### src/rtl/exc_entry.sv
module exc_entry #(
  parameter int AW     = 32,
  parameter int NCAUSE = 8
) (
  input  logic              clk,
  input  logic              rst_n,
  input  logic [NCAUSE-1:0] req_i,
  input  logic [AW-1:0]     cur_pc_i,
  input  logic              wr_en_i,
  input  logic [1:0]        wr_sel_i,
  input  logic [AW-1:0]     wr_data_i,
  output logic              redirect_o,
  output logic [$clog2(NCAUSE)-1:0] cause_o,
  output logic [AW-1:0]     pc_o,
  output logic [AW-1:0]     ea_o,
  output logic [AW-1:0]     ba_o,
  output logic              ie_o,
  output logic              eie_o,
  output logic              bie_o,
  output logic              err_o
);
  localparam int CW  = $clog2(NCAUSE);
  localparam int SH  = 5;
  localparam int LOW = CW + SH;

  logic [NCAUSE-1:0] pend_q, cand, grant;
  logic [CW-1:0]     sel;
  logic              hit, dbg;
  logic [AW-1:0]     nbase_q, dbase_q, base, vec;
  logic              remap_q;

  assign cand = pend_q | {req_i[NCAUSE-1:1], 1'b0};

  always_comb begin
    hit = 1'b0;
    sel = '0;
    for (int i = NCAUSE - 1; i >= 1; i--) begin
      if (cand[i]) begin
        hit = 1'b1;
        sel = CW'(i);
      end
    end
  end

  assign grant = hit ? (NCAUSE'(1) << sel) : '0;
  assign dbg   = (sel == CW'(1)) || (sel == CW'(3));
  assign base  = (dbg || remap_q) ? dbase_q : nbase_q;
  assign vec   = {base[AW-1:LOW], sel, {SH{1'b0}}};

  always_ff @(posedge clk) begin
    if (!rst_n) begin
      pend_q     <= '0;
      nbase_q    <= '0;
      dbase_q    <= '0;
      remap_q    <= 1'b0;
      redirect_o <= 1'b0;
      cause_o    <= '0;
      pc_o       <= '0;
      ea_o       <= '0;
      ba_o       <= '0;
      ie_o       <= 1'b0;
      eie_o      <= 1'b0;
      bie_o      <= 1'b0;
      err_o      <= 1'b0;
    end else begin
      redirect_o <= hit;
      err_o      <= req_i[0];
      pend_q     <= cand & ~grant;
      if (wr_en_i) begin
        case (wr_sel_i)
          2'd0: nbase_q <= {wr_data_i[AW-1:LOW], {LOW{1'b0}}};
          2'd1: dbase_q <= {wr_data_i[AW-1:LOW], {LOW{1'b0}}};
          2'd2: remap_q <= wr_data_i[0];
          default: begin
            ie_o  <= wr_data_i[0];
            eie_o <= wr_data_i[1];
            bie_o <= wr_data_i[2];
          end
        endcase
      end
      if (hit) begin
        cause_o <= sel;
        pc_o    <= vec;
        ie_o    <= 1'b0;
        if (dbg) begin
          ba_o  <= cur_pc_i;
          bie_o <= ie_o;
        end else begin
          ea_o  <= cur_pc_i;
          eie_o <= ie_o;
        end
      end
    end
  end
endmodule


### config.mk
export PLATFORM = sky130hd
export DESIGN_NAME = exc_entry
export DESIGN_NICKNAME = d
export VERILOG_FILES = /design/src/rtl/exc_entry.sv
export SDC_FILE = /design/constraint.sdc
export NUM_CORES = 1
export LEC_CHECK = 0
export ABC_AREA = 1
export CORE_MARGIN = 10
export CORE_UTILIZATION = 60
export CTS_CLUSTER_DIAMETER = 40
export DETAILED_ROUTE_END_ITERATION = 10
export DONT_BUFFER_PORTS = 1
export PLACE_DENSITY = 0.72
export SETUP_SLACK_MARGIN = 0.5
export SYNTH_ARGS = -nofsm -noshare
export SYNTH_HDL_FRONTEND = slang
export SYNTH_SLANG_ARGS = --single-unit
### constraint.sdc
create_clock -name clk -period 4 [get_ports clk]
set_clock_uncertainty 0.05 [all_clocks]
set_input_delay 0.6 -clock clk [delete_from_list [all_inputs] [get_ports clk]]
set_output_delay 0.6 -clock clk [all_outputs]
set_load 0.02 [all_outputs]
==> impl_results.md <==
- Status: finished, final reports clean
- Sw Share: 24.96%
- Fin Setup TNS: 0 ps
- Critical path's slowest cell: nor2_4
- H-tree depth: 4
- Port Buffers: 0
- Cts hold-fix bufs: 0
- Power Density: 568.6 nW/um^2
- Clock buffer depth: 2
- FFs w/ async S/R, synth: 0%
- Largest net degree at the start of global routing: 119
- Area grow syn2layout: 7.464%
- Die width: 119.5 um
- Post CTS Setup Buffer Count: 0
- Crit-path cells: nor2_4 -> nand2_4 -> nor2_4 -> inv_2 -> nand2_1 -> nand3_1 -> nand2_1
- Detail Route Antenna Nets: 0
- FF+latch count, synth: 152
- Maxcap violations: 0
- Global-route wire length before repair: 23.31 mm
- Endpoints failing hold: 0
- Starting Density: 61.28%
- Die Ht: 119.5 um
- # resized after CTS: 0
- Drt first pass iters: 4
- GRT Overall Usage: 20.11%
- WL/cell: 16.51 um
- GRT overflow: 0
- Die ar.: 14270 um^2
- Primary FF master, synth: dfxtp_1
- Worst-Margin Slew: 702.7 ps
- Worst hold margin: 128.4 ps
- Sequential share of power: 48.4%
- Psw: 904.9 uW
- TritonCTS clock tree: yes
- DR iter-0 viols: 359
- Worst vdd ir: 0.2639 mV
- Post-synth EDFFs: 0
- Sequential-to-total area share from yosys stat: 51.28%
- Number of I/O pins: 181
- Combinational Power Share: 6.5%
- Core Region: 9684 um^2
- Clock sink count: 152
- Clock Power Share: 45.2%
- Post-synthesis cell type count: 33
- Reg clk slew, reported paths: 60 ps
- Most common cell after layout, fill and taps aside: dfxtp_1
- Global placement routability congestion: 0.8355
- Cell Int Power: 2721 uW
- Worst min-delay path category: input port to register
- Most frequent cells in the layout: dfxtp_1, nand2_1, nor2_1, o21ai_0, inv_1
- Netlist Area Pre-Place: 5934 um^2
- Slew Limit Fails: 0
- # DRC: 0
- Nets: 809
- Ys Warns: 0
- RSZ-0062 raised after global routing: false
- Final wirelength: 14.48 mm
- Setup Viol. Count Final: 0
- Initial antenna violation count: 0
- Worst setup SP type: register
- Leak: 0.002734 uW
- Crit-path max FO: 35
- Tmin final: 2244 ps
- Share of cells above drive strength 1: 10.62%
- FP Rows: 36
- Hpwl dp: 9.511 mm
- Via-to-Cell Ratio: 5.253
- Final period utilization: 56.10%
- Fmax: 445.7 MHz
- Setup CP Type: register to register
- WP data required: 4410 ps
- Crit. End Element: register
- Slew HR: 53.04%
- Synth Instances: 757
- Vias: 4607
- Vias in the first global route: 4484
- Worst-skew pair later-pin latency: 520 ps
- Worst path max stage delay: 590 ps
- Total CTS buffers: 17
- # diodes: 0
- Clock root buffer: clkbuf_8
- Critical Path AT: 2660 ps
- Syn Area/Cell: 7.839 um^2
[synth_stat cells, types with 2 or more instances]
master    count  share of area, %
nor2_4        6               1.1
nand2_4       2              0.38
inv_2         2              0.13
buf_12        3               1.0
o21ai_0     100               8.4
nand2_1     122               7.7
clkbuf_1     22               1.4
nor3_1        2              0.17
nor2_1      116               7.3
a21oi_1      52               4.4
buf_8         3              0.76
inv_1        64               4.0
inv_8         2              0.38
dfxtp_1     152                51
buf_2         6              0.51
nand3_1      29               2.4
nor2_2       31               3.3
o21ai_1      15               1.3
buf_4         9               1.1
buf_6         6               1.1
[registers in the layout (all words and copies together), names as in the netlist, 2 cells and up]
name,count
pend_q,7
ba_o,32
ea_o,32
cause_o,2
nbase_q,24
pc_o,25
dbase_q,24
[power groups by stage]
| stage | sequential, uW | clock [uW] | combinational, uW |
|---|---|---|---|
| after floorplan | 1760 | 0 | 232 |
| after global placement | 1790 | 0 | 223 |
| after detailed placement | 1790 | 0 | 235 |
| after CTS | 1760 | 1660 | 237 |
| after global routing | 1760 | 1730 | 274 |
| final | 1750 | 1640 | 234 |
[worst paths after layout]
kind,from,end,slack (ps),cells past startpoint
hold reg to reg,nbase_q[22],nbase_q[22],400,2
setup / recovery,pend_q[1],pc_o[11],1760,7
hold / removal,req_i[0],err_o,130,2
setup reg to reg,pend_q[1],pc_o[11],1760,7
[layout make-up]
type | count | area, um^2
Fill cell | 829 | 3307
Sequential cell | 152 | 3043
Multi-Input combinational cell | 489 | 2265
Clock buffer | 20 | 435.4
Inverter | 70 | 279.0
Clock inverter | 11 | 173.9
Tap cell | 133 | 166.4
Timing Repair Buffer | 2 | 15.01
[routing by layer]
metal / routed length, um / global-route usage, % / part of all wire, %
met5: 0 / 0 / 0
met1: 5360 / 21.71 / 37
met4: 252 / 7.240 / 1.7
met2: 7125 / 32.53 / 49
met3: 1738 / 11.20 / 12
[through the flow]
step | worst slack [ps] | utilization (%) | total power, uW | std cells | instance area, um^2
2_1_floorplan | 2304 | - | 1995 | 762 | 5953
3_3_place_gp | 1438 | 59.56 | 2010 | 846 | 5768
3_5_place_dp | 1417 | 59.56 | 2024 | 846 | 5768
4_1_cts | 1715 | 65.85 | 3653 | 877 | 6377
5_1_grt | 1527 | 65.85 | 3772 | 877 | 6377
6_report | 1756 | 65.85 | 3626 | 877 | 6377
[cells by family (layout without fill, tap and decap cells)]
logic type,count (synthesis),count (layout),share of synthesized area [%]
AND/OR/NAND/NOR,314,314,23.38
AO/OA/AOI/OAI,168,168,14.21
flip-flops,152,152,51.28
buffers and inverters,121,103,10.88
other,1,6,0.06319
multiplexers,1,1,0.1897
[critical path: cells and delay by family, from the launching register on]
family,cells,cell delay (ps)
flip-flops,1,320
buffers and inverters,1,390
AND/OR/NAND/NOR,6,1400
(Power assumes the default switching activity.)
